--- src/rtl/conv_start_seq.sv ---
module conv_start_seq #(
  parameter int CONV_CYCLES = 14,
  parameter int SETTLE_W    = 8
) (
  input  logic                clk,
  input  logic                rst_n,
  input  logic                cnv_pin,
  input  logic                chan_chg,
  input  logic                sw_start,
  input  logic [SETTLE_W-1:0] settle_len,
  input  logic                pwr_down,
  output logic                hold,
  output logic                busy,
  output logic                done
);
  localparam int CW = (CONV_CYCLES > 1) ? $clog2(CONV_CYCLES) : 1;
  localparam logic [CW-1:0] LAST = CW'(CONV_CYCLES - 1);

  logic [2:0]          sync_q;
  logic [SETTLE_W-1:0] settle_cnt;
  logic [CW-1:0]       conv_cnt;
  logic                pend;
  logic                pin_rise, req, go, settled;

  assign pin_rise = sync_q[1] & ~sync_q[2];
  assign req      = pin_rise | sw_start;
  assign settled  = (settle_cnt == '0);
  assign go       = pend & settled & ~busy & ~pwr_down;
  assign hold     = busy;

  always_ff @(posedge clk) begin
    if (!rst_n) sync_q <= '0;
    else        sync_q <= {sync_q[1:0], cnv_pin};
  end

  always_ff @(posedge clk) begin
    if (!rst_n || pwr_down)          settle_cnt <= '0;
    else if (chan_chg || sw_start)   settle_cnt <= settle_len;
    else if (!settled)               settle_cnt <= settle_cnt - 1'b1;
  end

  always_ff @(posedge clk) begin
    if (!rst_n || pwr_down) begin
      pend     <= 1'b0;
      busy     <= 1'b0;
      conv_cnt <= '0;
      done     <= 1'b0;
    end else begin
      done <= 1'b0;
      if (go)                pend <= 1'b0;
      else if (req && !busy) pend <= 1'b1;
      if (go) begin
        busy     <= 1'b1;
        conv_cnt <= '0;
      end else if (busy) begin
        if (conv_cnt == LAST) begin
          busy <= 1'b0;
          done <= 1'b1;
        end else begin
          conv_cnt <= conv_cnt + 1'b1;
        end
      end
    end
  end

  assert_idle_in_reset_R1: assert property (@(posedge clk)
    !rst_n |=> !busy && !done);

  assert_start_after_settle_R3: assert property (@(posedge clk) disable iff (!rst_n)
    $rose(busy) |-> $past(settle_cnt == '0));

  assert_reload_R3: assert property (@(posedge clk) disable iff (!rst_n)
    (chan_chg && !pwr_down) |=> settle_cnt == $past(settle_len));

  assert_done_single_R6: assert property (@(posedge clk) disable iff (!rst_n)
    done |=> !done);

  assert_done_at_end_R6: assert property (@(posedge clk) disable iff (!rst_n)
    done |-> !busy && $past(busy) && $past(conv_cnt == LAST));

  assert_count_bound_R6: assert property (@(posedge clk) disable iff (!rst_n)
    busy |-> conv_cnt <= LAST);

  assert_no_start_while_busy_R7: assert property (@(posedge clk) disable iff (!rst_n)
    (busy && !done) |=> !pend);

  assert_powerdown_quiet_R9: assert property (@(posedge clk) disable iff (!rst_n)
    pwr_down |=> !busy && !done && !pend);
endmodule

--- config.mk ---
export PLATFORM = sky130hd
export DESIGN_NAME = conv_start_seq
export DESIGN_NICKNAME = d
export VERILOG_FILES = /design/src/rtl/conv_start_seq.sv
export SDC_FILE = /design/constraint.sdc
export NUM_CORES = 1
export LEC_CHECK = 0
export BUFFER_PORTS_ARGS = -buffer_cell sky130_fd_sc_hd__buf_2
export CAP_MARGIN = 30
export CORE_AREA = 2 2 45 47
export DETAILED_ROUTE_END_ITERATION = 8
export DIE_AREA = 0 0 47 49
export GPL_TIMING_DRIVEN = 0
export PLACE_DENSITY_LB_ADDON = 0.05
export SYNTH_ARGS = -nofsm -noshare
export SYNTH_HDL_FRONTEND = slang
export SYNTH_SLANG_ARGS = --single-unit
--- constraint.sdc ---
create_clock -name clk -period 2.26 [get_ports clk]
set_clock_uncertainty 0.2 [all_clocks]
set_input_delay 0.226 -clock clk [delete_from_list [all_inputs] [get_ports clk]]
set_output_delay 0.226 -clock clk [all_outputs]
set_load 0.05 [all_outputs]
==> impl_metrics.ini <==
[timing]
max_freq_mhz = 478
rsz0062_at_grt = false
tns_ns = 0
finalCritPeriodShare_pct = 92.5
slew_headroom_pct = 48.0
final-hold-violation-count = 0
tightest_slew_ns = 0.773
drv_slew = 0
setup_viol = 0
period_minus_slack_ns = 2.09

[routing]
vias_per_cell = 5.34
dr.pass1.iters = 4
antenna_left = 0
wl_per_cell_um = 11.8
drcViolationCount = 0
wirelength_um = 1850
vias = 839
drt_iter0_drc = 18

[clocking]
numCtsBuffers = 3
cts_buffer_depth = 2
cts_tree = built
htree_levels = 1
cts-hold-fix-buffers = 5
clk_pin_slew_ns = 0.10
cts_post_setup_buffers_inserted = 0
cts_root_buf = clkbuf_4
postCtsResizedCells = 0
clk_latency_ns = 0.29
clock_sinks = 18

[hold_path]
hold_depth = 3
min_to = settle_cnt[7]
hold_path_class = in2reg
hold_start = settle_len[7]

[synthesis]
ys_warn_count = 0
async_flop_share_pct = 0
synthCells = 105
ys_seq_area_share_pct = 40.2
yosys_most_used_dff = dfxtp_1
ys_seq_elements = 18
synth_nets = 123
synth_cell_types = 36
synth_edf_count = 0
synth_area_um2 = 897
postSynthAreaPerCell_um2 = 8.54

[status]
outcome = complete, no violations

[power]
p_leak_nw = 0.440
vdd_drop_max_v = 0.000349
power_density_mw_per_mm2 = 587
power.total_mw = 0.644

[floorplanning]
start_util_pct = 48.7
die_y_um = 49
die_area_mm2 = 0.00230
die_w_um = 47
ios = 17
core_mm2 = 0.00184
rows = 16

[setup_path]
startpoint = settle_cnt[0]
arrival_ns = 2.06
end_kind = register
critPathMaxFanout = 6
reg2reg_to = conv_cnt[1]
crit_type = reg2reg
reg2regPathDepth = 5
slowest_stage = nor3b_1
crit_path_start_kind = register
max_stage_delay_ns = 0.61
cp_cell_sequence = inv_1 > ha_1 > nor3b_1 > a41o_1 > a311oi_1
r2r_start = settle_cnt[0]
cp.required_ns = 2.23
rrSetupSlack_ns = 0.17

[layout]
fin_area_mm2 = 0.00110
nNetsFinal = 149
drive_above_1_share_pct = 20.8
diodes = 0
area_growth_syn_to_layout_pct = 22.3
fin_util_pct = 59.6

[grt]
grt_pass1_wl_um = 3210
grt.overflow.total = 0
grt_max_degree = 11
grt_pass1_vias = 744
grt_use_total_pct = 18.7
antenna_found_initial = 0

[run]
maxCapViolations = 0

[placed_design]
place_congestion = 0.788
port_buffers = 16
place_hpwl_um = 1370
placed_cell_area_mm2 = 0.00101
-- worst max-delay path by stage --
stage                    end
2_1_floorplan  settle_cnt[6]
3_3_place_gp     conv_cnt[1]
3_5_place_dp     conv_cnt[1]
4_1_cts          conv_cnt[1]
5_1_grt          conv_cnt[1]
6_report         conv_cnt[1]
-- area by class of cell --
class / count / area [µm²]
multi-input cells: 75 / 479
fillers: 186 / 744
inverters: 7 / 26.3
repair buffers: 21 / 130
plain buffers: 5 / 31.3
well taps: 27 / 33.8
clock buffers: 4 / 36.3
flip-flops and latches: 18 / 360
-- synthesized netlist by cell type (3+ instances only) --
cell type | instances | share of area, %
a21oi_1 | 6 | 3.3
and2_1 | 3 | 2.1
inv_1 | 7 | 2.9
nand3_1 | 5 | 2.8
nand4_1 | 3 | 2.1
nor2_1 | 4 | 1.7
nor3_1 | 4 | 2.2
a31oi_1 | 6 | 4.2
o21ai_0 | 13 | 7.3
dfxtp_1 | 18 | 40
or4_1 | 3 | 2.5
ha_1 | 4 | 5.6
-- registers in the layout (all words and copies together), names as in the netlist --
register and count:
busy 1, done 1, conv_cnt 4, pend 1
sync_q 3, settle_cnt 8
-- layer usage --
metal | vias up | part of all wire [%] | GRT usage, %
met3 | 2 | 3.7 | 3.33
met5 | - | 0 | 0
met1 | 371 | 53 | 28.3
met2 | 18 | 42 | 26.0
li1 | 448 | - | -
met4 | 0 | 0.76 | 6.94
-- critical path: cells and delay by family, from the launching register on --
| kind | cells | cell delay, ns |
|---|---|---|
| flops | 1 | 0.37 |
| fa+ha+maj | 1 | 0.21 |
| compound gates | 2 | 0.45 |
| simple gates | 1 | 0.61 |
| buf+inv | 1 | 0.13 |
-- metrics by stage --
| stage | std cells | setup WS, ns | hold WS (ns) |
|---|---|---|---|
| 3_3_place_gp | 148 | 0.160 | 0.222 |
| 3_5_place_dp | 148 | 0.193 | 0.235 |
| 4_1_cts | 157 | 0.179 | 0.0247 |
| 5_1_grt | 157 | 0.0309 | 0.0395 |
| 2_1_floorplan | 105 | 0.349 | 0.148 |
| 6_report | 157 | 0.169 | 0.0342 |
-- power by group --
part           leakage (nW)  switching (mW)  internal (mW)
clock                0.0210          0.0996         0.0981
combinational         0.272          0.0585         0.0497
sequential            0.147         0.00971          0.329
-- layout by cell type, fill, tap and decap left out, types with 4 or more instances in the layout --
cell	instances
nor3_1	4
nand3_1	5
ha_1	4
dfxtp_1	18
nor2_1	4
a21oi_1	6
buf_2	16
inv_1	7
a31oi_1	6
o21ai_0	13
dlygate4sd3_1	5
-- logic make-up (layout without fill, tap and decap cells) --
kind of cell    Yosys count  count (layout)  synth area share, %
simple gates             37              37                 24.1
compound gates           34              34                 23.7
flops                    18              18                 40.2
buf+inv                  12              37                 6.42
fa+ha+maj                 4               4                 5.58
Power figures use the tool's default switching activity.
